**src/rtl/rtc_emu_pkg.sv**
```systemverilog
`timescale 1ns/1ps
// Shared definitions for the tick-polled clock interrupt emulator.
// Assumes: flag bit positions are fixed by the downstream consumer.
package rtc_emu_pkg;

    typedef enum logic [1:0] {
        SEL_ENABLE = 2'd0,
        SEL_ALARM  = 2'd1,
        SEL_LIMIT  = 2'd2,
        SEL_SPARE  = 2'd3
    } wr_sel_e;

    // Source enables, packed so that bit 0 is update, bit 1 alarm, bit 2 periodic.
    typedef struct packed {
        logic per;
        logic alm;
        logic upd;
    } src_en_t;

    localparam int WORD_W   = 16;
    localparam int BIT_UPD  = 4;
    localparam int BIT_ALM  = 5;
    localparam int BIT_PER  = 6;
    localparam int BIT_REQ  = 7;
    localparam logic [7:0] IRQ_COUNT = 8'd1;

endpackage

```
**src/rtl/rtc_emu_regs.sv**
```systemverilog
`timescale 1ns/1ps
// Programming registers: enables, alarm time and periodic divide limit.
// Assumes: a single-cycle write strobe; select 3 is reserved and ignored.
// The rearm pulse marks a write that leaves the all-clear enable state.
module rtc_emu_regs
    import rtc_emu_pkg::*;
#(
    parameter int HR_W  = 5,
    parameter int MIN_W = 6,
    parameter int SEC_W = 6,
    parameter int LIM_W = 8
) (
    input  logic                         clk,
    input  logic                         rst_n,
    input  logic                         wr_en,
    input  logic [1:0]                   wr_sel,
    input  logic [HR_W+MIN_W+SEC_W-1:0]  wr_data,
    output src_en_t                      en_q,
    output logic [HR_W-1:0]              alm_hr_q,
    output logic [MIN_W-1:0]             alm_min_q,
    output logic [SEC_W-1:0]             alm_sec_q,
    output logic [LIM_W-1:0]             lim_q,
    output logic                         rearm_q
);
    localparam int MIN_LSB = SEC_W;
    localparam int HR_LSB  = SEC_W + MIN_W;

    wr_sel_e sel;
    src_en_t new_en;

    assign sel    = wr_sel_e'(wr_sel);
    assign new_en = src_en_t'(wr_data[2:0]);

    // Register file update on the write strobe.
    always_ff @(posedge clk) begin
        if (!rst_n) begin
            en_q      <= '0;
            alm_hr_q  <= '0;
            alm_min_q <= '0;
            alm_sec_q <= '0;
            lim_q     <= '0;
        end else if (wr_en) begin
            case (sel)
                SEL_ENABLE: en_q <= new_en;
                SEL_ALARM: begin
                    alm_sec_q <= wr_data[SEC_W-1:0];
                    alm_min_q <= wr_data[MIN_LSB +: MIN_W];
                    alm_hr_q  <= wr_data[HR_LSB +: HR_W];
                end
                SEL_LIMIT:  lim_q <= wr_data[LIM_W-1:0];
                default:    ;
            endcase
        end
    end

    // One-cycle pulse when enables go from all-clear to non-zero.
    always_ff @(posedge clk) begin
        if (!rst_n) begin
            rearm_q <= 1'b0;
        end else begin
            rearm_q <= wr_en && (sel == SEL_ENABLE) &&
                       (en_q == '0) && (new_en != '0);
        end
    end

endmodule

```
**src/rtl/rtc_emu_update.sv**
```systemverilog
`timescale 1ns/1ps
// Update source: flags a tick whose seconds value differs from the last
// recorded one, then records it. Assumes: go is already qualified by arming.
module rtc_emu_update #(
    parameter int SEC_W = 6
) (
    input  logic             clk,
    input  logic             rst_n,
    input  logic             go,
    input  logic             enable,
    input  logic [SEC_W-1:0] cur_sec,
    output logic             hit
);
    logic [SEC_W-1:0] last_sec_q;

    assign hit = go && enable && (cur_sec != last_sec_q);

    // Record the seconds value that raised the flag.
    always_ff @(posedge clk) begin
        if (!rst_n) begin
            last_sec_q <= '0;
        end else if (hit) begin
            last_sec_q <= cur_sec;
        end
    end

endmodule

```
**src/rtl/rtc_emu_alarm.sv**
```systemverilog
`timescale 1ns/1ps
// Alarm source: compares the polled time of day with the programmed alarm.
// Assumes: both times use the same field encoding; purely combinational.
module rtc_emu_alarm #(
    parameter int HR_W  = 5,
    parameter int MIN_W = 6,
    parameter int SEC_W = 6
) (
    input  logic             go,
    input  logic             enable,
    input  logic [HR_W-1:0]  cur_hr,
    input  logic [MIN_W-1:0] cur_min,
    input  logic [SEC_W-1:0] cur_sec,
    input  logic [HR_W-1:0]  alm_hr,
    input  logic [MIN_W-1:0] alm_min,
    input  logic [SEC_W-1:0] alm_sec,
    output logic             hit
);
    logic match;

    // Full time-of-day equality.
    always_comb begin
        match = (cur_hr == alm_hr) && (cur_min == alm_min) && (cur_sec == alm_sec);
        hit   = go && enable && match;
    end

endmodule

```
**src/rtl/rtc_emu_periodic.sv**
```systemverilog
`timescale 1ns/1ps
// Periodic source: divides the tick by a programmed limit, counting skipped
// ticks as elapsed ones. Assumes: lost_ticks is valid only together with go.
module rtc_emu_periodic #(
    parameter int LIM_W  = 8,
    parameter int LOST_W = 8
) (
    input  logic              clk,
    input  logic              rst_n,
    input  logic              go,
    input  logic              enable,
    input  logic [LOST_W-1:0] lost_ticks,
    input  logic [LIM_W-1:0]  limit,
    output logic              hit
);
    localparam int SUM_W = ((LIM_W > LOST_W) ? LIM_W : LOST_W) + 1;

    logic [LIM_W-1:0] cnt_q;
    logic [SUM_W-1:0] sum;
    logic             step;

    // Next count including skipped ticks and the current one.
    always_comb begin
        step = go && enable;
        sum  = SUM_W'(cnt_q) + SUM_W'(lost_ticks) + SUM_W'(1);
        hit  = step && (sum >= SUM_W'(limit));
    end

    // Divider state: clear on a hit, otherwise keep the running sum.
    always_ff @(posedge clk) begin
        if (!rst_n) begin
            cnt_q <= '0;
        end else if (hit) begin
            cnt_q <= '0;
        end else if (step) begin
            cnt_q <= sum[LIM_W-1:0];
        end
    end

endmodule

```
**src/rtl/rtc_irq_emulator.sv**
```systemverilog
`timescale 1ns/1ps
// Top of the tick-polled clock interrupt emulator. Gates the tick by the
// arming state, gathers the three sources and registers the flag word.
// Assumes: tick is a single-cycle pulse; the time inputs are stable with it.
module rtc_irq_emulator
    import rtc_emu_pkg::*;
#(
    parameter int HR_W   = 5,
    parameter int MIN_W  = 6,
    parameter int SEC_W  = 6,
    parameter int LIM_W  = 8,
    parameter int LOST_W = 8
) (
    input  logic                         clk,
    input  logic                         rst_n,
    input  logic                         tick,
    input  logic [LOST_W-1:0]            lost_ticks,
    input  logic [HR_W-1:0]              cur_hr,
    input  logic [MIN_W-1:0]             cur_min,
    input  logic [SEC_W-1:0]             cur_sec,
    input  logic                         wr_en,
    input  logic [1:0]                   wr_sel,
    input  logic [HR_W+MIN_W+SEC_W-1:0]  wr_data,
    output logic [15:0]                  irq_word,
    output logic                         irq_strobe,
    output logic                         tick_armed,
    output logic                         rearm
);
    src_en_t          en_q;
    logic [HR_W-1:0]  alm_hr_q;
    logic [MIN_W-1:0] alm_min_q;
    logic [SEC_W-1:0] alm_sec_q;
    logic [LIM_W-1:0] lim_q;
    logic             go;
    logic             upd_hit;
    logic             alm_hit;
    logic             per_hit;

    rtc_emu_regs #(
        .HR_W(HR_W), .MIN_W(MIN_W), .SEC_W(SEC_W), .LIM_W(LIM_W)
    ) u_regs (
        .clk(clk), .rst_n(rst_n),
        .wr_en(wr_en), .wr_sel(wr_sel), .wr_data(wr_data),
        .en_q(en_q), .alm_hr_q(alm_hr_q), .alm_min_q(alm_min_q),
        .alm_sec_q(alm_sec_q), .lim_q(lim_q), .rearm_q(rearm)
    );

    assign tick_armed = |en_q;
    assign go         = tick && tick_armed;

    rtc_emu_update #(.SEC_W(SEC_W)) u_upd (
        .clk(clk), .rst_n(rst_n), .go(go), .enable(en_q.upd),
        .cur_sec(cur_sec), .hit(upd_hit)
    );

    rtc_emu_alarm #(.HR_W(HR_W), .MIN_W(MIN_W), .SEC_W(SEC_W)) u_alm (
        .go(go), .enable(en_q.alm),
        .cur_hr(cur_hr), .cur_min(cur_min), .cur_sec(cur_sec),
        .alm_hr(alm_hr_q), .alm_min(alm_min_q), .alm_sec(alm_sec_q),
        .hit(alm_hit)
    );

    rtc_emu_periodic #(.LIM_W(LIM_W), .LOST_W(LOST_W)) u_per (
        .clk(clk), .rst_n(rst_n), .go(go), .enable(en_q.per),
        .lost_ticks(lost_ticks), .limit(lim_q), .hit(per_hit)
    );

    // Register the packed flag word and its strobe for one cycle.
    always_ff @(posedge clk) begin
        if (!rst_n) begin
            irq_word   <= '0;
            irq_strobe <= 1'b0;
        end else if (upd_hit || alm_hit || per_hit) begin
            irq_word          <= '0;
            irq_word[15:8]    <= IRQ_COUNT;
            irq_word[BIT_REQ] <= 1'b1;
            irq_word[BIT_PER] <= per_hit;
            irq_word[BIT_ALM] <= alm_hit;
            irq_word[BIT_UPD] <= upd_hit;
            irq_strobe        <= 1'b1;
        end else begin
            irq_word   <= '0;
            irq_strobe <= 1'b0;
        end
    end

endmodule

```
**config.mk**
```make
export PLATFORM = sky130hd
export DESIGN_NAME = rtc_irq_emulator
export DESIGN_NICKNAME = d
export VERILOG_FILES = /design/src/rtl/rtc_emu_pkg.sv /design/src/rtl/rtc_emu_regs.sv /design/src/rtl/rtc_emu_update.sv /design/src/rtl/rtc_emu_alarm.sv /design/src/rtl/rtc_emu_periodic.sv /design/src/rtl/rtc_irq_emulator.sv
export SDC_FILE = /design/constraint.sdc
export NUM_CORES = 1
export LEC_CHECK = 0
export ABC_CLOCK_PERIOD_IN_PS = 3700
export BUFFER_PORTS_ARGS = -buffer_cell sky130_fd_sc_hd__buf_2
export CORE_UTILIZATION = 55
export CTS_BUF_LIST = sky130_fd_sc_hd__clkbuf_8
export DETAILED_ROUTE_END_ITERATION = 7
export PLACE_DENSITY = 0.82
export SKIP_LAST_GASP = 1
export SLEW_MARGIN = 10
export SYNTH_ARGS = -nofsm -noshare
export SYNTH_HDL_FRONTEND = slang
export SYNTH_SLANG_ARGS = --single-unit
```
**constraint.sdc**
```tcl
create_clock -name clk -period 3.7 [get_ports clk]
set_clock_uncertainty 0.05 [all_clocks]
set_input_delay 0.555 -clock clk [delete_from_list [all_inputs] [get_ports clk]]
set_output_delay 0.555 -clock clk [all_outputs]
set_load 0.02 [all_outputs]
```
==> results of run 1 <==
power by group through the flow:
stage	registers (mW)	clock network [mW]	logic [mW]
floorplan	0.537	0	0.121
global placement	0.537	0	0.162
detailed placement	0.538	0	0.166
CTS	0.526	0.404	0.167
global route	0.528	0.422	0.187
finish	0.526	0.396	0.167
area by class of cell:
class,instances,share of cell area (%)
Multi-Input combinational cell,226,50.34
Sequential cell,47,31.78
Timing Repair Buffer,55,9.298
Clock buffer,6,2.790
Inverter,18,2.282
Tap cell,52,2.198
Clock inverter,2,1.310
path summary, 6_finish.rpt:
kind                                                         to                       startpoint  slack (ns)
worst max register to register      u_per.cnt_q[2]$_SDFFE_PP0P_      u_per.cnt_q[0]$_SDFFE_PP0P_        0.65
worst min-delay path            u_regs.alm_hr_q[3]$_SDFFE_PN0P_  u_regs.alm_hr_q[3]$_SDFFE_PN0P_        0.42
worst min register to register  u_regs.alm_hr_q[3]$_SDFFE_PN0P_  u_regs.alm_hr_q[3]$_SDFFE_PN0P_        0.42
worst max-delay path                u_per.cnt_q[2]$_SDFFE_PP0P_                    lost_ticks[0]        0.63
flip-flops by register name (all words and copies together) (netlist names):
name,count
u_regs.lim_q,8
u_upd.last_sec_q,6
u_regs.alm_hr_q,5
u_regs.en_q,3
u_per.cnt_q,8
u_regs.alm_sec_q,6
u_regs.alm_min_q,6
u_regs.rearm_q,1
irq_word,4
worst min-delay path: stages, from the launching register on:
cell	delay, ns
dfxtp_1	0.32
nand2_1	0.05
a21oi_1	0.05
through the flow:
stage | area [µm²] | power (mW) | hold slack (ns) | utilization [%]
5_1_grt | 2960 | 1.136 | 0.4359 | 66.61
6_report | 2960 | 1.090 | 0.4207 | 66.61
3_3_place_gp | 2839 | 0.6993 | 0.4042 | 63.88
3_5_place_dp | 2839 | 0.7041 | 0.4084 | 63.88
4_1_cts | 2960 | 1.097 | 0.4201 | 66.61
2_1_floorplan | 2641 | 0.6579 | 0.3907 | -
cells in the mapped netlist (2+ instances only):
library cell,count
nand4_1,2
ha_1,16
o31ai_1,5
nand2b_1,3
xor2_1,21
inv_1,17
nor2_1,27
o21a_1,2
a31oi_1,3
nand3_1,12
or3_1,2
o41ai_1,2
buf_1,4
xnor2_1,10
nand3b_1,2
clkbuf_1,5
nor2b_1,2
dfxtp_1,47
mux2i_1,17
a21oi_1,22
buf_4,13
nor4_1,4
nand2_1,40
nor3_1,2
o21ai_0,5
metal layers:
layer	wire length, µm	part of all wire, %
met5	0	0
met4	38	0.70
met3	275	5.1
met2	2650	49
met1	2470	45
kinds of logic after synthesis:
| family | count (synthesis) | synth area share (%) |
|---|---|---|
| simple gates | 101 | 17.97 |
| flops | 47 | 36.14 |
| mux | 17 | 6.535 |
| other cells | 1 | 0.1440 |
| fa+ha+maj | 17 | 8.457 |
| xor+xnor | 31 | 10.43 |
| buf+inv | 41 | 8.073 |
| compound gates | 49 | 12.25 |
==> impl_metrics.py, run 1 <==
metrics = {
    "routing": {
        "wl_per_cell_um": 13.38,
        "drc": 0,
        "drtIter0Drc": 142,
        "wirelength_um": 5434,
        "vias_per_cell": 5.268,
        "antenna_left": 0,
        "detailroute.via_count": 2139,
        "dr.pass1.iters": 6,
    },
    "yosys": {
        "synth_ff_type": "dfxtp_1",
        "synth.area.top_cells": "dfxtp_1 36%, ha_1 7.7%, xor2_1 7.1%, mux2i_1 6.5%, nand2_1 5.8%",
        "yosysTopAreaCellShare_pct": 36.14,
        "synthArstFlopShare_pct": 0,
        "ys_seq_elements": 47,
        "netlist.top_cell.by_area": "dfxtp_1",
        "yosysSeqAreaShare_pct": 36.14,
        "yosysWarnings": 0,
        "synth-edff-count": 0,
        "yosysUniqueCellTypes": 44,
        "syn_area_mm2": 0.002604,
        "synth_area_per_cell_um2": 8.565,
        "syn_inst": 304,
    },
    "critical_path": {
        "critPathBufInv": 3,
        "arrival_ns": 3.20,
        "path_depth": 14,
        "required_ns": 3.83,
        "cp_top_family": "simple AND/OR/NAND/NOR gates",
        "crit_chain": "buf_2 -> inv_1 -> ha_1 -> fa_1 -> nor2b_1 -> o31ai_2 -> a21oi_1 -> xnor2_1 -> inv_1 -> ha_1 -> nand3_1 -> or4_4 -> nand3_2 -> o21ai_0",
        "cpMaxStageDelayCell": "or4_4",
        "critPathLaunchType": "input pin",
        "ff2ff_path_depth": 13,
        "cpPeakStageDelay_ns": 0.56,
        "crit_fanout": 7,
        "endpoint_kind": "flip-flop",
        "critical_path_class": "in -> reg",
    },
    "sta": {
        "setup_viol": 0,
        "max_freq_mhz": 326.2,
        "fin_ws_ns": 0.6348,
        "final.setup.tns_ns": 0,
        "finalCritPeriodShare_pct": 82.84,
        "slew_headroom_pct": 50.12,
        "min_period_ns": 3.065,
        "report.final.slew_viol_count": 0,
        "worst_pin_slew_ns": 0.7465,
        "rsz0062_at_grt": "false",
        "hold_viol": 0,
    },
    "global_route": {
        "grt_busiest_layer": "met2",
        "first_global_vias": 2067,
        "grt_max_degree": 38,
        "antenna_found_initial": 0,
        "grt_usage_pct": 23.04,
        "met3_usage_pct": 5.556,
        "met1_usage_pct": 29.12,
        "grt_pass1_wl_um": 9121,
        "globalRouteOverflowTotal": 0,
        "met2_usage_pct": 39.53,
    },
    "die": {
        "fp.dieH_um": 70.81,
        "dieArea_mm2": 0.005013,
        "io_pins": 67,
        "initial_utilization_pct": 58.59,
        "core_mm2": 0.004444,
        "dieWidth_um": 70.81,
        "rows": 24,
    },
    "flow_run": {
        "maxCapViolCount": 0,
    },
    "final_layout": {
        "fillers": 372,
        "area_delta_synth_final_pct": 13.70,
        "drive_gt1_share_pct": 20.34,
        "final_common_cell": "buf_2",
        "antenna_cells": 0,
        "instances_no_fill": 406,
        "seq_area_um2": 940.9,
        "finalNetCount": 418,
        "multi_input_area_mm2": 0.001490,
        "layout_common_cells": "55 x buf_2, 47 x dfxtp_1, 40 x nand2_1, 27 x nor2_1, 22 x a21oi_1",
    },
    "power_and_ir_drop": {
        "internal_power_mw": 0.8087,
        "leakage_nw": 1.338,
        "pwr-share-clk_pct": 36.4,
        "p_comb_share_pct": 15.4,
        "p_seq_share_pct": 48.3,
        "sw_frac_of_total_pct": 25.81,
        "p_sw_mw": 0.2813,
        "vdd_drop_max_mv": 0.2641,
        "p_per_area_mw_per_mm2": 368.2,
    },
    "placement": {
        "port_buffers": 55,
        "dpl.hpwl_um": 4137,
        "dp.cells": 398,
        "dp_worst_setup_slack_ns": 0.3550,
        "gp_congestion": 0.8288,
    },
    "hold_path": {
        "worstHoldPathType": "reg -> reg",
        "min_path_cells": 2,
    },
    "clocking": {
        "hold_buffers": 0,
        "cts_tree": "done",
        "post-cts-setup-buffers": 0,
        "cts_buffers": 5,
        "cts.sinks": 47,
        "cts-root-buf": "clkbuf_8",
        "clkTransAtPathRegs_ns": 0.09,
        "htree_levels": 2,
        "cts_buffer_depth": 2,
        "cts-resized-gates": 0,
        "clock_latency_ns": 0.30,
    },
    "run_status": {
        "outcome": "complete, no violations",
    },
}
Note: power is estimated with default switching activity, not from simulation.
==> run 2, diff against run 1 <==
- ABC_CLOCK_PERIOD_IN_PS: 3700 -> 2950
- clock period: 3.7 -> 2.95 ns (I/O delays scaled with it)
==> run 2 against run 1 <==
Combinational power rose by 43%; die area did not move; flip-flop and latch count did not move; register-to-register slack got worse by 0.60 ns; sequential power rose by 25%; via count rose by 4.9%; sequential share of layout area fell by 1.1 points; critical path type is now reg -> reg; largest cell class unchanged.
==> impl_metrics.py, run 2 (synthesis gave the netlist of run 1 again) <==
metrics = {
    "sta": {
        "max_freq_mhz": 344.3,
        "hold_viol": 0,
        "slew_headroom_pct": 47.92,
        "setup_viol": 0,
        "min_period_ns": 2.904,
        "worst_pin_slew_ns": 0.7795,
        "report.final.slew_viol_count": 0,
        "finalCritPeriodShare_pct": 98.46,
        "final.setup.tns_ns": 0,
        "rsz0062_at_grt": "true",
    },
    "global_route": {
        "antenna_found_initial": 0,
        "globalRouteOverflowTotal": 0,
        "grt_usage_pct": 23.42,
        "grt_max_degree": 38,
        "grt_pass1_wl_um": 9128,
        "first_global_vias": 2035,
    },
    "final_layout": {
        "area_delta_synth_final_pct": 18.16,
        "final_cell_area_mm2": 0.003077,
        "fillers": 369,
        "layout_common_cells": "55 x buf_2, 45 x dfxtp_1, 40 x nand2_1, 27 x nor2_1, 21 x xor2_1",
        "finalNetCount": 424,
        "antenna_cells": 0,
        "final_common_cell": "buf_2",
        "top_regs": "u_per.cnt_q x8, u_regs.lim_q x8",
        "drive_gt1_share_pct": 25.83,
    },
    "routing": {
        "drc": 0,
        "wl_per_cell_um": 14.22,
        "detailroute.via_count": 2244,
        "vias_per_cell": 5.447,
        "antenna_left": 0,
        "drtIter0Drc": 159,
        "dr.pass1.iters": 7,
        "wirelength_um": 5857,
    },
    "placement": {
        "gp_congestion": 0.7828,
        "dpl.hpwl_um": 4308,
        "port_buffers": 55,
        "postPlaceCellArea_mm2": 0.002869,
    },
    "critical_path": {
        "cpPeakStageDelay_ns": 0.36,
        "critical_path_class": "reg -> reg",
        "critPathLaunchType": "flip-flop",
        "crit_chain": "ha_1 -> nor2b_1 -> o31ai_2 -> a21o_1 -> a21oi_1 -> xor2_1 -> ha_1 -> nand3_2 -> o21ai_1 -> a21oi_4 -> nand3_4 -> o31ai_1",
        "arrival_ns": 3.05,
        "critPathBufInv": 0,
        "cpMaxStageDelayCell": "ha_1",
        "ff2ff_setup_slack_ns": 0.05,
        "crit_fanout": 7,
        "required_ns": 3.10,
        "endpoint_kind": "flip-flop",
        "cp_top_family": "compound AO/OA/AOI/OAI gates",
        "crit_top_cell": "ha_1",
    },
    "clocking": {
        "hold_buffers": 0,
        "clock_latency_ns": 0.30,
        "cts_buffers": 5,
        "cts_buffer_depth": 2,
        "cts_tree": "done",
        "cts-root-buf": "clkbuf_8",
        "htree_levels": 2,
        "clkTransAtPathRegs_ns": 0.09,
        "cts.sinks": 47,
    },
    "die": {
        "dieWidth_um": 70.81,
        "core_mm2": 0.004444,
        "fp.dieH_um": 70.81,
        "initial_utilization_pct": 58.59,
        "io_pins": 67,
        "dieArea_mm2": 0.005013,
        "rows": 24,
    },
    "run_status": {
        "outcome": "complete, no violations",
    },
    "hold_path": {
        "worstHoldPathType": "in -> reg",
    },
    "power_and_ir_drop": {
        "vdd_drop_max_mv": 0.3508,
        "p_per_area_mw_per_mm2": 415.1,
        "leakage_nw": 1.370,
    },
    "flow_run": {
        "maxCapViolCount": 0,
    },
}
[run 2: per-stage QoR]
| step | total power, mW | hold WS, ns | setup slack [ns] | utilization (%) | cells |
|---|---|---|---|---|---|
| after global routing | 1.343 | 0.3243 | -0.1086 | 69.23 | 412 |
| after detailed placement | 0.8880 | 0.4088 | -0.2791 | 64.56 | 402 |
| final | 1.277 | 0.3154 | 0.04554 | 69.23 | 412 |
| after CTS | 1.267 | 0.3097 | 0.008922 | 66.89 | 410 |
| after global placement | 0.8796 | 0.4041 | -0.1913 | 64.56 | 402 |
| after floorplan | 0.8251 | 0.3907 | 0.01246 | - | 314 |
[run 2: what timing repair did]
item                                    in CTS  in global routing
buffers inserted                             0                  2
gates resized for setup                      4                 14
pin swaps                                    2                  9
cloned                                       0                  0
endpoints found under the setup margin       9                  9
[run 2: worst min-delay path: stages]
cell     delay [ns]
buf_2          0.09
nand2_1        0.04
a21oi_1        0.05
[run 2: power breakdown]
| part | switching (mW) | total, mW | internal [mW] | leakage [nW] |
|---|---|---|---|---|
| combinational | 0.138 | 0.238 | 0.0996 | 0.941 |
| sequential | 0.0103 | 0.660 | 0.650 | 0.382 |
| clock | 0.216 | 0.379 | 0.162 | 0.0477 |
| total | 0.365 | 1.28 | 0.912 | 1.37 |
[run 2: cell type report]
cell class	count	area, µm²	area share, %
Clock buffer	5	68.82	2.237
Timing Repair Buffer	61	320.3	10.41
Inverter	18	67.56	2.196
Sequential cell	47	943.4	30.66
Tap cell	52	65.06	2.115
Clock inverter	3	15.01	0.4880
Multi-Input combinational cell	226	1597	51.89
[run 2: final timing paths]
path,startpoint,end,cells past startpoint
max,u_per.cnt_q[1]$_SDFFE_PP0P_,u_per.cnt_q[3]$_SDFFE_PP0P_,12
min,wr_data[8],u_regs.alm_min_q[2]$_SDFFE_PN0P_,3
max reg2reg,u_per.cnt_q[1]$_SDFFE_PP0P_,u_per.cnt_q[3]$_SDFFE_PP0P_,12
min reg2reg,u_regs.alm_hr_q[3]$_SDFFE_PN0P_,u_regs.alm_hr_q[3]$_SDFFE_PN0P_,2
[run 2: per-layer routing]
metal	share of wire (%)	routed length, µm	vias up	global-route usage [%]
met5	0	0	-	0
met4	1.8	104	0	7.333
met3	5.4	318	11	5.413
met2	49	2887	78	39.53
met1	43	2547	1040	29.82
li1	-	-	1115	-
